`config.mk`:
```
export PLATFORM = sky130hd
export DESIGN_NAME = sqmul_decoder
export DESIGN_NICKNAME = d
export VERILOG_FILES = /design/src/rtl/sqd_pkg.sv /design/src/rtl/sqd_adjacency.sv /design/src/rtl/sqd_ctrl.sv /design/src/rtl/sqd_emitter.sv /design/src/rtl/sqmul_decoder.sv
export SDC_FILE = /design/constraint.sdc
export NUM_CORES = 1
export LEC_CHECK = 0
export BUFFER_PORTS_ARGS = -buffer_cell sky130_fd_sc_hd__buf_2
export CAP_MARGIN = 10
export CELL_PAD_IN_SITES_DETAIL_PLACEMENT = 1
export CELL_PAD_IN_SITES_GLOBAL_PLACEMENT = 1
export CORE_UTILIZATION = 30
export DETAILED_ROUTE_END_ITERATION = 10
export PLACE_DENSITY = 0.75
export SYNTH_ARGS = -nofsm -noshare
export SYNTH_HDL_FRONTEND = slang
export SYNTH_SLANG_ARGS = --single-unit
export TNS_END_PERCENT = 30
```
`constraint.sdc`:
```
create_clock -name clk -period 2.03 [get_ports clk]
set_input_delay 0.3045 -clock clk [delete_from_list [all_inputs] [get_ports clk]]
set_output_delay 0.3045 -clock clk [all_outputs]
set_load 0.02 [all_outputs]
```
`src/rtl/sqd_pkg.sv`:
```
// Shared types for the square-multiply sequence decoder.
package sqd_pkg;

    // Operation code carried by each label.
    typedef enum logic {
        OP_SQUARE = 1'b0,
        OP_MULT   = 1'b1
    } sqd_op_e;

    // One recovered exponent bit as produced by the adjacency logic.
    typedef struct packed {
        logic fire;
        logic value;
    } sqd_bit_t;

endpackage

```
`src/rtl/sqd_adjacency.sv`:
```
// Adjacency interpreter: remembers whether a square is still waiting for its
// successor and decides, per accepted label or end pulse, which bit (if any)
// is complete and whether the label breaks the square/multiply rule.
// Assumes accept and flush are never high together (the controller ensures it).
module sqd_adjacency
    import sqd_pkg::*;
(
    input  logic     clk,
    input  logic     rst_n,
    input  logic     clear,
    input  logic     accept,
    input  sqd_op_e  op,
    input  logic     flush,
    output sqd_bit_t emit,
    output logic     illegal
);

    logic pending_q;
    logic pending_d;

    // Resolve the pending square against the incoming label or end pulse.
    always_comb begin
        emit      = '0;
        illegal   = 1'b0;
        pending_d = pending_q;
        if (flush) begin
            emit.fire  = pending_q;
            emit.value = 1'b0;
            pending_d  = 1'b0;
        end else if (accept) begin
            if (op == OP_SQUARE) begin
                emit.fire  = pending_q;
                emit.value = 1'b0;
                pending_d  = 1'b1;
            end else if (pending_q) begin
                emit.fire  = 1'b1;
                emit.value = 1'b1;
                pending_d  = 1'b0;
            end else begin
                illegal = 1'b1;
            end
        end
    end

    // Pending-square register, cleared by reset or start.
    always_ff @(posedge clk) begin
        if (!rst_n || clear) begin
            pending_q <= 1'b0;
        end else begin
            pending_q <= pending_d;
        end
    end

endmodule

```
`src/rtl/sqd_ctrl.sv`:
```
// Sequence controller: tracks armed/done/error state and gates which inputs
// reach the adjacency logic. Start wins over everything, end wins over a label.
// Assumes inputs are synchronous to clk.
module sqd_ctrl (
    input  logic clk,
    input  logic rst_n,
    input  logic start_i,
    input  logic lbl_valid_i,
    input  logic eos_i,
    input  logic illegal,
    output logic clear,
    output logic accept,
    output logic flush,
    output logic done_q,
    output logic err_q
);

    logic armed_q;
    logic open_seq;
    logic live;

    // Derive the gating strobes from the current state.
    always_comb begin
        open_seq = armed_q && !done_q;
        live     = open_seq && !err_q;
        clear    = start_i;
        flush    = !start_i && eos_i && live;
        accept   = !start_i && !eos_i && lbl_valid_i && live;
    end

    // State flags: armed by start, closed by end pulse, poisoned by an error.
    always_ff @(posedge clk) begin
        if (!rst_n) begin
            armed_q <= 1'b0;
            done_q  <= 1'b0;
            err_q   <= 1'b0;
        end else if (start_i) begin
            armed_q <= 1'b1;
            done_q  <= 1'b0;
            err_q   <= 1'b0;
        end else begin
            if (eos_i && open_seq) begin
                done_q <= 1'b1;
            end
            if (illegal) begin
                err_q <= 1'b1;
            end
        end
    end

endmodule

```
`src/rtl/sqd_emitter.sv`:
```
// Output stage: registers each completed bit as a one-cycle pulse and counts
// the pulses since the last start. The counter wraps at 2**CNT_W.
module sqd_emitter
    import sqd_pkg::*;
#(
    parameter int CNT_W = 16
) (
    input  logic             clk,
    input  logic             rst_n,
    input  logic             clear,
    input  sqd_bit_t         emit,
    output logic             bit_valid_q,
    output logic             bit_q,
    output logic [CNT_W-1:0] count_q
);

    localparam logic [CNT_W-1:0] CNT_ONE = CNT_W'(1);

    // Bit pulse register.
    always_ff @(posedge clk) begin
        if (!rst_n || clear) begin
            bit_valid_q <= 1'b0;
            bit_q       <= 1'b0;
        end else begin
            bit_valid_q <= emit.fire;
            bit_q       <= emit.fire & emit.value;
        end
    end

    // Recovered-bit counter.
    always_ff @(posedge clk) begin
        if (!rst_n || clear) begin
            count_q <= '0;
        end else if (emit.fire) begin
            count_q <= count_q + CNT_ONE;
        end
    end

endmodule

```
`src/rtl/sqmul_decoder.sv`:
```
// Top level: rebuilds exponent bits, most significant first, from a labelled
// square/multiply stream of a left-to-right binary exponentiation, and flags
// sequences that break the adjacency rule. Synchronous active-low reset.
module sqmul_decoder
    import sqd_pkg::*;
#(
    parameter int CNT_W = 16
) (
    input  logic             clk,
    input  logic             rst_n,
    input  logic             start_i,
    input  logic             lbl_valid_i,
    input  logic             lbl_op_i,
    input  logic             eos_i,
    output logic             bit_valid_o,
    output logic             bit_o,
    output logic             done_o,
    output logic             err_o,
    output logic [CNT_W-1:0] bit_count_o
);

    logic     clear;
    logic     accept;
    logic     flush;
    logic     illegal;
    sqd_bit_t emit;

    sqd_ctrl u_ctrl (
        .clk         (clk),
        .rst_n       (rst_n),
        .start_i     (start_i),
        .lbl_valid_i (lbl_valid_i),
        .eos_i       (eos_i),
        .illegal     (illegal),
        .clear       (clear),
        .accept      (accept),
        .flush       (flush),
        .done_q      (done_o),
        .err_q       (err_o)
    );

    sqd_adjacency u_adj (
        .clk     (clk),
        .rst_n   (rst_n),
        .clear   (clear),
        .accept  (accept),
        .op      (sqd_op_e'(lbl_op_i)),
        .flush   (flush),
        .emit    (emit),
        .illegal (illegal)
    );

    sqd_emitter #(.CNT_W(CNT_W)) u_emit (
        .clk         (clk),
        .rst_n       (rst_n),
        .clear       (clear),
        .emit        (emit),
        .bit_valid_q (bit_valid_o),
        .bit_q       (bit_o),
        .count_q     (bit_count_o)
    );

endmodule

```
==> impl_metrics.toml <==
[yosys]
synth_common_cells = "dfxtp_1 (22), nor2_1 (14), a21oi_1 (10)"
synth_top_area_share_pct = 45.7
yosysTopAreaCell = "dfxtp_1"
yosysMostFrequentCell = "dfxtp_1"
synth_area_leaders = "dfxtp_1 (46%), nor2_1 (5.4%), a21oi_1 (5.2%)"
yosysSeqAreaShare_pct = 45.7
ys.flop_type = "dfxtp_1"
yosysWarnings = 0
avgSynthCellArea_um2 = 8.77
synth_cell_types = 32
synth_enable_flop_cells = 0
postSynthCellCount = 110
synth-seq-cells = 22
syn_nets = 117
async_reset_ff_share_pct = 0
synth_area_um2 = 965

[hold_path]
hp-start = "rst_n"
worst_hold_path.num_cells = 2
min_to = "u_ctrl.armed_q"
hp-class = "input pin to flip-flop"

[setup_path]
ff2ff_path_depth = 4
end_kind = "flip-flop"
crit_arrival_ns = 2.17
crit_type = "flip-flop to flip-flop"
reg2reg_to = "u_emit.count_q[12]"
critPathMaxFanout = 5
cp.required_ns = 2.28
crit_cells = 4
r2r_start = "u_ctrl.done_q"
rrSetupSlack_ns = 0.11
crit_buf_inv = 0
crit_slowest_cell = "or4b_4"
critPathMaxStageDelay_ns = 0.55
cp_cell_sequence = "or4b_4, or2_4, or4_1, a21oi_1"
start_kind = "flip-flop"
crit_family = "simple AND/OR/NAND/NOR gates"

[cts]
cts_hold_buffers = 0
insertion_delay_ns = 0.30
root_buffer = "clkbuf_4"
clkTransAtPathRegs_ns = 0.12
clockBufferDepth = 2
h-tree-depth = 1
cts_buffers = 3
ctsResizeCount = 0
cts_tree = "yes"
cts_setup_buffers = 0
cts_num_sinks = 22

[drt]
vias = 918
final_antenna_net_count = 0
wirelength_mm = 2.45
firstDrtPassIters = 4
drc = 0
wl_per_cell_um = 13.5
drt-initial-drc-count = 27
avgViaCountPerCell = 5.04

[timing]
worst_slew_pin_slew_ns = 0.409
max_slew_margin_pct = 72.6
finalCritPeriodShare_pct = 94.6
final_max_slew_viol_count = 0
min_period_ns = 1.92
rsz0062_at_grt = "false"
clock.fmax_mhz = 521
skew_ns = 0.00235
tns_ns = 0
hold_viol_final = 0
setup_viol = 0

[run]
drv_cap = 0

[power]
ir_worst_vdd_v = 0.000171
p_per_area_nw_per_um2 = 569
power.leakage_uw = 0.000469

[placement]
placed_cells = 179
dp_hpwl_mm = 1.90
port-buffer-count = 25
gp_congestion = 0.736

[finish]
area_growth_pct = 22.6
fin_cells = 182
drive_above_1_share_pct = 26.8
n_antenna_cell = 0
nets = 147

[grt]
grt_start_max_net_pins = 12
grt_pass1_wl_mm = 4.19
grt-ovfl-total = 0
grt_pass1_vias = 899
grt_usage_pct = 16.5
antenna_found_initial = 0

[status]
status = "completed"

[floorplanning]
core-area_um2 = 3050
die_y_um = 58.7
rows = 20
start_util_pct = 31.6
io_pins = 26
die_w_um = 58.7
die_area_um2 = 3450
[where the power goes]
part | internal (uW) | total [uW] | switching, uW
Sequential | 434 | 437 | 2.73
Clock | 69.3 | 199 | 130
Combinational | 15.3 | 36.9 | 21.6
Total | 518 | 673 | 154
[final cells by class]
class	instances	area, um^2
fill	384	1870
multi-input combinational	83	505
sequential	22	440
timing repair buffer	29	155
tap	44	55.1
clock buffer	3	22.5
inverter	1	3.75
[layer usage]
layer,share of wire (%),wire length (um),track usage [%]
met1,47,1140,21.1
met2,48,1180,26.8
met3,3.8,93,2.86
met4,1.6,40,8.16
met5,0,0,0
[cell usage in the layout (no fill, tap or decap), types with 2 or more instances in the layout]
cell type,instances
xnor2_1,3
clkbuf_4,3
dfxtp_1,22
buf_2,25
nand3_1,3
nor3_1,2
and4_1,2
o21a_1,2
a21oi_1,10
nand4_1,6
buf_4,4
xor2_1,4
or3_1,6
and3_1,3
nor2_1,14
o21ai_0,6
nand2_1,7
[worst reg2reg max path, cell delays in order (launching register included)]
cell and delay (ns):
dfxtp_1 0.37, or4b_4 0.55, or2_4 0.29, or4_1 0.51
a21oi_1 0.15
[worst max-delay path by stage]
stage	startpoint	slack, ns	to
after global placement	start_i	0.14	u_emit.count_q[12]
after global routing	u_ctrl.done_q	0.05	u_emit.count_q[12]
after floorplan	u_ctrl.done_q	0.10	u_emit.count_q[12]
after detailed placement	start_i	0.09	u_emit.count_q[12]
after CTS	u_ctrl.done_q	0.12	u_emit.count_q[12]
final	u_ctrl.done_q	0.11	u_emit.count_q[12]
[metrics by stage]
step | hold WS (ns) | util (%) | total power [uW] | setup WS [ns] | area, um^2
detailed placement | 0.490 | 38.0 | 483 | 0.0942 | 1160
finish | 0.226 | 38.7 | 673 | 0.110 | 1180
global placement | 0.464 | 38.0 | 481 | 0.139 | 1160
CTS | 0.228 | 38.7 | 677 | 0.119 | 1180
floorplan | 0.415 | - | 465 | 0.104 | 965
global route | 0.230 | 38.7 | 705 | 0.0473 | 1180
[sequential cells by signal, indices dropped and copies added (netlist names)]
signal and cells:
u_ctrl.err_q 1, u_ctrl.armed_q 1, u_emit.bit_valid_q 1, u_ctrl.done_q 1
u_emit.bit_q 1, u_emit.count_q 16, u_adj.pending_q 1
[logic make-up after synthesis]
group | share of synthesized area [%]
buf+inv | 1.94
mux | 1.04
simple gates | 31.4
compound gates | 12.3
flops | 45.7
fa+ha+maj | 1.30
xor+xnor | 6.36
Power figures use the tool's default switching activity.
